**src/rtl/text_fetch_addr.sv**
```systemverilog
module text_fetch_addr #(
  parameter int ROWS = 14,
  parameter int COLS_WIDE = 80,
  parameter int COLS_NARROW = 72
) (
  input  logic        clk,
  input  logic        rst_n,
  input  logic        chr_en,
  input  logic [7:0]  mem_rdata,
  output logic [10:0] mem_addr,
  output logic        mem_rd,
  output logic        fetch_attr,
  output logic        row_blank,
  output logic        row_done,
  output logic        frame_done
);
  localparam int LASTROW = ROWS - 1;

  typedef enum logic [2:0] {ST_SCR, ST_MODE, ST_TBL, ST_GAP, ST_CHR, ST_ATR} st_t;
  typedef enum logic [1:0] {CAP_NONE, CAP_SCR, CAP_MODE, CAP_TBL} cap_t;

  st_t        st;
  cap_t       cap_q;
  logic [3:0] scroll_q, blk_q, row_q;
  logic       narrow_q;
  logic [6:0] col_q;
  logic [6:0] len;
  logic [4:0] sum, idx;
  logic       fetching, last_col;

  assign len      = narrow_q ? 7'(COLS_NARROW) : 7'(COLS_WIDE);
  assign last_col = (col_q == len - 7'd1);
  assign sum      = {1'b0, row_q} + {1'b0, scroll_q};
  assign idx      = (sum >= 5'(2*ROWS)) ? sum - 5'(2*ROWS) :
                    (sum >= 5'(ROWS))   ? sum - 5'(ROWS) : sum;
  assign fetching = (st == ST_CHR) || (st == ST_ATR);

  assign fetch_attr = rst_n && (st == ST_ATR);
  assign row_blank  = rst_n && fetching && (blk_q == 4'd0);
  assign mem_rd     = rst_n && chr_en &&
                      ((st == ST_SCR) || (st == ST_MODE) || (st == ST_TBL) ||
                       (fetching && blk_q != 4'd0));

  always_comb begin
    case (st)
      ST_SCR:  mem_addr = 11'd1;
      ST_MODE: mem_addr = 11'd0;
      ST_TBL:  mem_addr = 11'd2 + {6'd0, idx};
      ST_CHR:  mem_addr = {blk_q, col_q};
      ST_ATR:  mem_addr = {blk_q, len + {1'b0, col_q[6:1]}};
      default: mem_addr = 11'd0;
    endcase
  end

  always_ff @(posedge clk) begin
    if (!rst_n) begin
      cap_q    <= CAP_NONE;
      scroll_q <= 4'd0;
      narrow_q <= 1'b0;
      blk_q    <= 4'd0;
    end else begin
      case (cap_q)
        CAP_SCR:  scroll_q <= mem_rdata[3:0];
        CAP_MODE: narrow_q <= mem_rdata[0];
        CAP_TBL:  blk_q    <= mem_rdata[3:0];
        default:  ;
      endcase
      if (chr_en && st == ST_SCR)       cap_q <= CAP_SCR;
      else if (chr_en && st == ST_MODE) cap_q <= CAP_MODE;
      else if (chr_en && st == ST_TBL)  cap_q <= CAP_TBL;
      else                              cap_q <= CAP_NONE;
    end
  end

  always_ff @(posedge clk) begin
    if (!rst_n) begin
      st         <= ST_SCR;
      row_q      <= 4'd0;
      col_q      <= 7'd0;
      row_done   <= 1'b0;
      frame_done <= 1'b0;
    end else begin
      row_done   <= 1'b0;
      frame_done <= 1'b0;
      if (chr_en) begin
        case (st)
          ST_SCR:  begin st <= ST_MODE; row_q <= 4'd0; end
          ST_MODE: st <= ST_TBL;
          ST_TBL:  st <= ST_GAP;
          ST_GAP:  begin st <= ST_CHR; col_q <= 7'd0; end
          ST_CHR: begin
            if (!col_q[0]) st <= ST_ATR;
            else if (last_col) begin
              row_done <= 1'b1;
              if (row_q == 4'(LASTROW)) begin
                frame_done <= 1'b1;
                st <= ST_SCR;
              end else begin
                row_q <= row_q + 4'd1;
                st <= ST_TBL;
              end
            end else col_q <= col_q + 7'd1;
          end
          ST_ATR: begin st <= ST_CHR; col_q <= col_q + 7'd1; end
          default: st <= ST_SCR;
        endcase
      end
    end
  end

  assert_paced_R9: assert property (@(posedge clk) disable iff (!rst_n)
    mem_rd |-> chr_en);
  assert_blank_quiet_R8: assert property (@(posedge clk) disable iff (!rst_n)
    row_blank |-> !mem_rd);
  assert_attr_span_R5: assert property (@(posedge clk) disable iff (!rst_n)
    (mem_rd && fetch_attr) |-> (mem_addr[6:0] >= len && mem_addr[6:0] < len + (len >> 1)));
  assert_frame_on_row_R7: assert property (@(posedge clk) disable iff (!rst_n)
    frame_done |-> row_done);
  assert_row_pulse_R7: assert property (@(posedge clk) disable iff (!rst_n)
    row_done |=> !row_done);
  assert_ctrl_in_block0_R1: assert property (@(posedge clk) disable iff (!rst_n)
    (mem_rd && !fetching) |-> (mem_addr[10:4] == 7'd0));
endmodule

```
**config.mk**
```make
export PLATFORM = sky130hd
export DESIGN_NAME = text_fetch_addr
export DESIGN_NICKNAME = d
export VERILOG_FILES = /design/src/rtl/text_fetch_addr.sv
export SDC_FILE = /design/constraint.sdc
export NUM_CORES = 1
export LEC_CHECK = 0
export BUFFER_PORTS_ARGS = -buffer_cell sky130_fd_sc_hd__clkbuf_2
export CAP_MARGIN = 20
export CORE_MARGIN = 2
export CORE_UTILIZATION = 50
export CTS_BUF_LIST = sky130_fd_sc_hd__clkbuf_4
export CTS_CLUSTER_SIZE = 14
export DETAILED_ROUTE_END_ITERATION = 7
export PLACE_DENSITY = 0.69
export SLEW_MARGIN = 20
export SYNTH_ARGS = -nofsm -noshare
export SYNTH_HDL_FRONTEND = slang
export SYNTH_SLANG_ARGS = --single-unit
```
**constraint.sdc**
```tcl
create_clock -name clk -period 4 [get_ports clk]
set_clock_uncertainty 0.1 [all_clocks]
set_input_delay 0.8 -clock clk [delete_from_list [all_inputs] [get_ports clk]]
set_output_delay 0.8 -clock clk [all_outputs]
set_load 0.01 [all_outputs]
```
==> impl_metrics.toml, run 1 <==
[run_status]
status = "finished, final reports clean"

[routing]
vias = 1778
drc_errors = 0
drt_iter0_markers = 57
wire_per_inst_um = 13.64
wl_met3_um = 162
finalWirelength_um = 4418
drt-pass1-iter-count = 4
routed_via_density = 5.488
met1_length_um = 2124
top_layer = "met4"
met2WireLength_um = 2080
antenna_left = 0

[timing]
hold_ws_ns = 0.3906
rsz0062_at_grt = "true"
min_period_ns = 3.994
setup_viol = 0
worst_pin_slew_ns = 0.5949
hold_viol_final = 0
relSlewSlack = 0.6028
max_freq_mhz = 250.4
finalMaxSlewViolations = 0
period_share = 0.9984
worst_slack_ns = 0.006205

[synthesis]
yosys.area.top_type = "dfxtp_1"
synthArstFlopShare = 0
synth-main-ff-cell = "dfxtp_1"
seq_area_frac_synth = 0.2724
synth.top_cell.area_share = 0.2724
synthTopCellsByArea = "dfxtp_1 27%, ha_1 8.8%, nand2_1 4.4%"
syn_area_per_cell_sq_um = 8.034
syn_nets = 274
syn_inst = 247
synth-edff-count = 0
synth_area_sq_um = 1984
ys_ff_latch = 27
yosysWarningCount = 0
yosysUniqueCellTypes = 51

[finish]
final_area_sq_um = 2371
layout-area-overhead-vs-synth_pct = 19.48
final_common_cell = "dfxtp_1"
final_core_util = 0.6334
drive_gt1_frac = 0.2681
seqCellArea_sq_um = 545.5
fill_cells = 335
num_antenna_cells = 0
multi_input_area_sq_um = 1445
nets = 304
mostFrequentLayoutCells = "23 x dfxtp_1, 22 x nand2_1, 21 x nor2_1"

[global_route]
grt_pass1_vias = 1601
grt_pass1_wl_um = 7245
grt_overflow = 0
grt_max_degree = 21
grt_usage = 0.2108
antenna_found_initial = 0

[critical_path]
crit_arrival_ns = 3.09
startpoint_type = "flip-flop"
r2r_slack_ns = 1.57
crit_type = "reg -> out"
reg2reg_from = "st[2]$_SDFFE_PN0P_"
worst-path-max-fanout = 3
end_kind = "primary output"
startpoint = "row_q[0]$_SDFFE_PN0P_"
crit_required_ns = 3.10

[hold_path]
worstHoldStart = "blk_q[1]$_SDFFE_PN0N_"
hp-class = "reg -> reg"

[clock_tree]
clock-root-buffer = "clkbuf_4"
cts_tree = "yes"
cts_made_buffers = 3
htree_levels = 1
cts_hold_buf = 0
cts.path.max_buffers = 2
clk_latency_ns = 0.33
clock_sinks = 27
path_clk_slew_ns = 0.14

[pwr]
net-switching-power_w = 0.0001734
vdd_drop_max_v = 0.0001827
p_per_area_nw_per_um2 = 237.5
pwr-share-comb = 0.249
p_clk_frac = 0.225
totalPowerFinal_w = 0.0005630
p_seq_frac = 0.526
total_leakage_power_nw = 0.9647
p_int_w = 0.0003896
swShare = 0.3080

[placement]
port_buffers = 22
pre_cts_slack_ns = 0.1130
place_area_sq_um = 2173
dp_hpwl_um = 3127
gp_congestion = 0.7802

[flow_run]
max_cap_violations = 0

[floorplanning]
rows = 22
dieArea_sq_um = 4489
die_w_um = 67
core_sq_um = 3744
die_h_um = 67
start_util = 0.5301
io_pins = 27
## area by class of cell
type / instances / area share
clock buffers: 4 / 0.01266
inverters: 15 / 0.02375
multi-input cells: 192 / 0.6095
well taps: 48 / 0.02533
flip-flops and latches: 27 / 0.2301
repair buffers: 38 / 0.09868
## worst max-delay path: stages (launching register included)
cell      delay, ns
dfxtp_2        0.36
ha_4           0.16
buf_4          0.13
a211oi_4       0.33
o21ba_4        0.22
nor2_4         0.04
ha_4           0.16
nand2_2        0.08
o221ai_4       0.12
a2bb2o_4       0.24
a211o_1        0.28
ha_1           0.29
a22oi_2        0.12
o21ai_1        0.08
buf_2          0.16
## synthesized netlist by cell type (2+ instances only)
library cell  instances
dfxtp_1              27
nand2_1              23
nor2_1               22
inv_1                15
ha_1                 14
clkbuf_1             12
o21ai_0              12
nor2b_1              11
a21oi_1               9
nand3_1               9
and3_1                7
mux2i_1               7
xnor2_1               7
and2_1                6
nor3_1                6
a21boi_0              5
nand4_1               5
xor2_1                5
a31oi_1               4
a22oi_1               3
nand2b_1              3
a2bb2oi_1             2
fa_1                  2
nor4_1                2
o211ai_1              2
o21a_1                2
## kinds of logic after synthesis
family | synth area share
and+or+nand+nor | 0.2554
adders and majority gates | 0.1085
DFF | 0.2724
muxes | 0.04098
xor gates and xnor gates | 0.06116
buffers and inverters | 0.05296
AOI/OAI and AO/OA | 0.2087
## metal layers
metal  track usage  vias to the layer above
met5             0                        -
met4       0.06122                        0
met3       0.01520                        5
met2        0.3614                       37
met1        0.2810                      813
li1              -                      923
## registers in the layout, summed over array words and instances, names as in the netlist
name        count
cap_q           2
frame_done      1
narrow_q        1
blk_q           4
st              3
row_q           4
col_q           7
row_done        1
scroll_q        4
## what timing repair did
action / in CTS / in global routing
pin swaps: 12 / 7
setup buffers: 5 / 2
gates resized for setup: 23 / 11
endpoints found under the setup margin: 5 / 5
## path summary, 6_finish.rpt
| kind | to | depth (start not counted) |
|---|---|---|
| worst max-delay path | mem_addr[2] | 14 |
| worst min-delay path | blk_q[1]$_SDFFE_PN0N_ | 2 |
| worst max register to register | col_q[2]$_SDFFE_PN0P_ | 8 |
| worst min register to register | blk_q[1]$_SDFFE_PN0N_ | 2 |
## power by group through the flow
stage / Combinational, W / Clock (W) / Sequential [W]
2_1_floorplan: 0.0000934 / 0 / 0.000291
3_3_place_gp: 0.000116 / 0 / 0.000300
3_5_place_dp: 0.000117 / 0 / 0.000300
4_1_cts: 0.000132 / 0.000130 / 0.000296
5_1_grt: 0.000155 / 0.000139 / 0.000299
6_report: 0.000140 / 0.000127 / 0.000296
## through the flow
stage / setup TNS, ns / instances
floorplan: 0 / 247
global route: -0.3681 / 324
CTS: -0.02909 / 322
detailed placement: 0 / 313
finish: 0 / 324
global placement: 0 / 313
Note: power is estimated with default switching activity, not from simulation.
==> inputs of run 2 (changes only) <==
- CELL_PAD_IN_SITES_DETAIL_PLACEMENT: not set -> 1
- CELL_PAD_IN_SITES_GLOBAL_PLACEMENT: not set -> 2
- CORE_UTILIZATION: 50 -> 35
- PLACE_DENSITY: 0.69 -> 0.8
==> run 2 against run 1 <==
The run now ends with setup timing left; sequential power about the same; flip-flop and latch count is the same; first-iteration DRC count down 16%; global-route usage shrank 1.9 points; non-clock buffer count up 6; utilization decreased by 17 points; clock-buffer cell count decreased by 1; worst hold slack worse by 0.0026 ns; sequential share of layout area fell by 1.7 points; final area grew 8.1%; via count grew 6.4%; largest power group unchanged.
==> impl_metrics.toml, run 2 (synthesis results as in run 1) <==
[critical_path]
cpMostUsedCell = "ha_4"
path_cells = "ha_4, inv_2, fa_2, xor2_2, inv_2, ha_4, o21ai_4, o221ai_4, a2bb2o_4, a211o_4, ha_4, xnor2_1, o22ai_1, buf_2"
r2r_end = "row_q[3]$_SDFFE_PN0P_"
cp_slowest_stage_delay_ns = 0.38
path_buf_inv = 3
crit_arrival_ns = 3.21
cp_slowest_cell = "dfxtp_2"
r2r_cells = 8
crit_family = "compound AO/OA/AOI/OAI gates"
crit_type = "reg -> out"
reg2reg_from = "col_q[0]$_SDFFE_PN0P_"
end_kind = "primary output"
r2r_slack_ns = 1.39
startpoint_type = "flip-flop"
worst-path-max-fanout = 4
crit_required_ns = 3.10

[finish]
finalNonFillerCells = 354
largest_register = "col_q"
layout-area-overhead-vs-synth_pct = 29.13
drive_gt1_frac = 0.3050
mostFrequentLayoutCells = "23 x dfxtp_1, 22 x nand2_1, 21 x nor2_1"
nets = 310
largest_reg_flops = 7
num_antenna_cells = 0
final_common_cell = "dfxtp_1"
fill_cells = 664

[hold_path]
hp-class = "reg -> reg"
whs_endpoint = "blk_q[0]$_SDFFE_PN0N_"
min_path_cells = 2
worstHoldStart = "blk_q[0]$_SDFFE_PN0N_"

[clock_tree]
clock_sinks = 27
htree_levels = 1
cts.path.max_buffers = 2
path_clk_slew_ns = 0.16
clk_latency_ns = 0.35
cts_tree = "yes"
cts_hold_buf = 0
clock-root-buffer = "clkbuf_4"
cts_made_buffers = 3

[placement]
pre_cts_slack_ns = 0.05384
port_buffers = 22
place_inst = 337
gp_congestion = 0.7786
dp_hpwl_um = 4053

[routing]
drt_iter0_markers = 48
vias = 1892
finalWirelength_um = 5836
wire_per_inst_um = 16.49
routed_via_density = 5.345
antenna_left = 0
drt-pass1-iter-count = 4
drc_errors = 0

[global_route]
grt_max_degree = 21
grt_overflow = 0
grt_usage = 0.1914
antenna_found_initial = 0
grt_pass1_vias = 1933
grt_pass1_wl_um = 9508

[floorplanning]
start_util = 0.3604
die_w_um = 79.30
io_pins = 27
rows = 27
die_h_um = 79.30
core_sq_um = 5507
dieArea_sq_um = 6288

[timing]
setup_viol = 4
finalMaxSlewViolations = 0
relSlewSlack = 0.6021
rsz0062_at_grt = "true"
max_freq_mhz = 243.6
period_share = 1.026
worst_slack_ns = -0.1056
worst_pin_slew_ns = 0.5924
hold_viol_final = 0
hold_ws_ns = 0.3881
min_period_ns = 4.106

[pwr]
p_per_area_nw_per_um2 = 233.4
vdd_drop_max_v = 0.0001333
total_leakage_power_nw = 1.009
totalPowerFinal_w = 0.0005980

[run_status]
status = "complete, but fails checks"
violations = "setup timing"

[flow_run]
max_cap_violations = 0
-- run 2: changes by cell type in the layout (fill, tap and decap cells not counted), moves of 2 or more --
cell | before | now
buf_4 | 15 | 20
o21ai_2 | 3 | 1
o21ai_4 | 0 | 2
ha_4 | 4 | 7
ha_2 | 2 | 0
-- run 2: final cells by class --
type                    count  area, sq um  area share
clock buffers               3        22.52    0.008789
well taps                  72        90.09     0.03516
repair buffers             44        282.8      0.1104
inverters                  15        56.30     0.02197
flip-flops and latches     27        545.5      0.2129
multi-input cells         192         1558      0.6079
clock inverters             1        7.507    0.002930
-- run 2: worst max path at each step --
stage,cells past startpoint,to,slack [ns],from
after floorplan,13,mem_addr[2],0.08,row_q[0]$_SDFFE_PN0P_
after detailed placement,14,mem_addr[2],0.05,scroll_q[0]$_SDFFE_PN0N_
after global routing,14,mem_addr[2],-0.24,row_q[0]$_SDFFE_PN0P_
after CTS,14,mem_addr[2],-0.15,row_q[0]$_SDFFE_PN0P_
after global placement,13,mem_addr[2],0.11,row_q[1]$_SDFFE_PN0P_
final,14,mem_addr[3],-0.11,row_q[0]$_SDFFE_PN0P_
-- run 2: where the power goes --
| group | internal, W | total, W | switching (W) |
|---|---|---|---|
| Sequential | 0.000279 | 0.000297 | 0.0000179 |
| Combinational | 0.0000765 | 0.000167 | 0.0000901 |
| Clock | 0.0000384 | 0.000135 | 0.0000966 |
-- run 2: metal layers --
| layer | GRT usage | wire, um | vias up |
|---|---|---|---|
| li1 | - | - | 931 |
| met1 | 0.2510 | 2722 | 923 |
| met2 | 0.3288 | 2860 | 28 |
| met3 | 0.02841 | 167 | 10 |
| met4 | 0.04828 | 85 | 0 |
| met5 | 0 | 0 | - |
-- run 2: repair_timing --
action,4_1_cts,5_1_grt
resized for setup,38,13
pin swaps,21,9
buffers inserted,9,4
setup endpoints to repair,5,5
cloned,0,0
endpoints found under the hold margin,0,0
-- run 2: tightest hold or removal path, delay by kind of cell, from the launching register on --
family | cells | cell delay [ns]
DFF | 1 | 0.35
AOI/OAI and AO/OA | 1 | 0.06
and+or+nand+nor | 1 | 0.05
-- run 2: stage by stage --
| step | util | area (sq um) | TNS [ns] |
|---|---|---|---|
| floorplan | - | 1984 | 0 |
| global placement | 0.4001 | 2203 | 0 |
| detailed placement | 0.4001 | 2203 | 0 |
| CTS | 0.4499 | 2477 | -0.4911 |
| global route | 0.4653 | 2562 | -0.9112 |
| finish | 0.4653 | 2562 | -0.2870 |
==> inputs of run 3 (changes only) <==
- MAX_ROUTING_LAYER: not set -> met4
==> run 3 against run 2 <==
The run still ends with setup timing left; first-iteration DRC count down 2.1%; critical path depth unchanged; power about the same; clock-buffer cell count unchanged; die area unchanged; highest routed layer unchanged.
==> impl_metrics.toml, run 3 (synthesis results as in run 1) <==
[routing]
drt-pass1-iter-count = 4
routed_via_density = 5.339
finalWirelength_um = 5858
drc_errors = 0
drt_iter0_markers = 47
vias = 1890
wire_per_inst_um = 16.55
antenna_left = 0

[run_status]
status = "complete, but fails checks"
violations = "setup timing"

[global_route]
grt_usage = 0.1966
antenna_found_initial = 0
grt_overflow = 0
grt_max_degree = 21
grt_pass1_wl_um = 9508
grt_pass1_vias = 1933

[floorplanning]
start_util = 0.3604
io_pins = 27
core_sq_um = 5507
die_w_um = 79.30
rows = 27
dieArea_sq_um = 6288
die_h_um = 79.30

[finish]
largest_register = "col_q"
largest_reg_flops = 7
fill_cells = 664
final_area_sq_um = 2562
nets = 310
drive_gt1_frac = 0.3050
num_antenna_cells = 0
final_common_cell = "dfxtp_1"
mostFrequentLayoutCells = "23 x dfxtp_1, 22 x nand2_1, 21 x nor2_1"
layout-area-overhead-vs-synth_pct = 29.13

[timing]
period_share = 1.026
hold_viol_final = 0
worst_slack_ns = -0.1041
relSlewSlack = 0.5834
worst_pin_slew_ns = 0.6201
min_period_ns = 4.104
setup_viol = 4
max_freq_mhz = 243.7
finalMaxSlewViolations = 0
hold_ws_ns = 0.3901
rsz0062_at_grt = "true"

[clock_tree]
path_clk_slew_ns = 0.16
cts_hold_buf = 0
cts_tree = "yes"
htree_levels = 1
clock_sinks = 27
cts.path.max_buffers = 2
clk_latency_ns = 0.35
cts_made_buffers = 3
clock-root-buffer = "clkbuf_4"

[pwr]
pwr-share-comb = 0.279
p_per_area_nw_per_um2 = 233.3
net-switching-power_w = 0.0002043
total_leakage_power_nw = 1.009
p_int_w = 0.0003934
vdd_drop_max_v = 0.0001331
p_seq_frac = 0.496
swShare = 0.3418
p_clk_frac = 0.225

[critical_path]
end_kind = "primary output"
r2r_slack_ns = 1.37
worst-path-max-fanout = 4
crit_required_ns = 3.10
crit_arrival_ns = 3.20
crit_type = "reg -> out"
startpoint_type = "flip-flop"

[hold_path]
hp-class = "reg -> reg"

[placement]
port_buffers = 22
gp_congestion = 0.7892
place_area_sq_um = 2203
dp_hpwl_um = 4053

[flow_run]
max_cap_violations = 0
## run 3: cell counts in the layout (fill, tap and decap cells not counted)
No cell type changed its count.
## run 3: path summary, 6_finish.rpt
path                                             from                    end  depth (start not counted)
worst max-delay path            row_q[0]$_SDFFE_PN0P_            mem_addr[3]                         14
worst min-delay path            blk_q[0]$_SDFFE_PN0N_  blk_q[0]$_SDFFE_PN0N_                          2
worst max register to register  col_q[0]$_SDFFE_PN0P_  row_q[3]$_SDFFE_PN0P_                          8
worst min register to register  blk_q[0]$_SDFFE_PN0N_  blk_q[0]$_SDFFE_PN0N_                          2
## run 3: critical path, cell delays in order (launching register included)
cell      delay (ns)
dfxtp_2         0.38
ha_4            0.14
inv_2           0.03
fa_2            0.36
xor2_2          0.20
inv_2           0.13
ha_4            0.19
o21ai_4         0.06
o221ai_4        0.15
a2bb2o_4        0.26
a211o_4         0.34
ha_4            0.17
xnor2_1         0.13
o22ai_1         0.13
buf_2           0.18
## run 3: power by group through the flow
stage | clock [W] | combinational [W] | sequential (W)
floorplan | 0 | 0.0000934 | 0.000291
global placement | 0 | 0.000123 | 0.000300
finish | 0.000135 | 0.000167 | 0.000297
global route | 0.000154 | 0.000183 | 0.000299
detailed placement | 0 | 0.000126 | 0.000300
CTS | 0.000143 | 0.000158 | 0.000296
## run 3: final cells by class
cell class                      count  area, sq um  share of cell area
Clock buffer                        3        22.52            0.008789
Clock inverter                      1        7.507            0.002930
Inverter                           15        56.30             0.02197
Multi-Input combinational cell    192         1558              0.6079
Sequential cell                    27        545.5              0.2129
Tap cell                           72        90.09             0.03516
Timing Repair Buffer               44        282.8              0.1104
## run 3: repair_timing
item	4_1_cts	5_1_grt
pin swaps	21	9
setup endpoints to repair	5	5
setup buffers	9	4
resized for setup	38	13
## run 3: per-stage QoR
step	TNS [ns]	std cells	setup slack, ns	power [W]	util
2_1_floorplan	0	247	0.07543	0.0003841	-
3_3_place_gp	0	337	0.1108	0.0004230	0.4001
3_5_place_dp	0	337	0.05384	0.0004255	0.4001
4_1_cts	-0.4911	350	-0.1502	0.0005966	0.4499
5_1_grt	-0.9112	354	-0.2404	0.0006361	0.4653
6_report	-0.2786	354	-0.1041	0.0005977	0.4653
## run 3: per-layer routing
metal | vias up | track usage | wire length (um)
li1 | 929 | - | -
met4 | 0 | 0.04828 | 85
met3 | 10 | 0.02841 | 157
met5 | - | - | 0
met2 | 26 | 0.3288 | 2867
met1 | 925 | 0.2510 | 2747
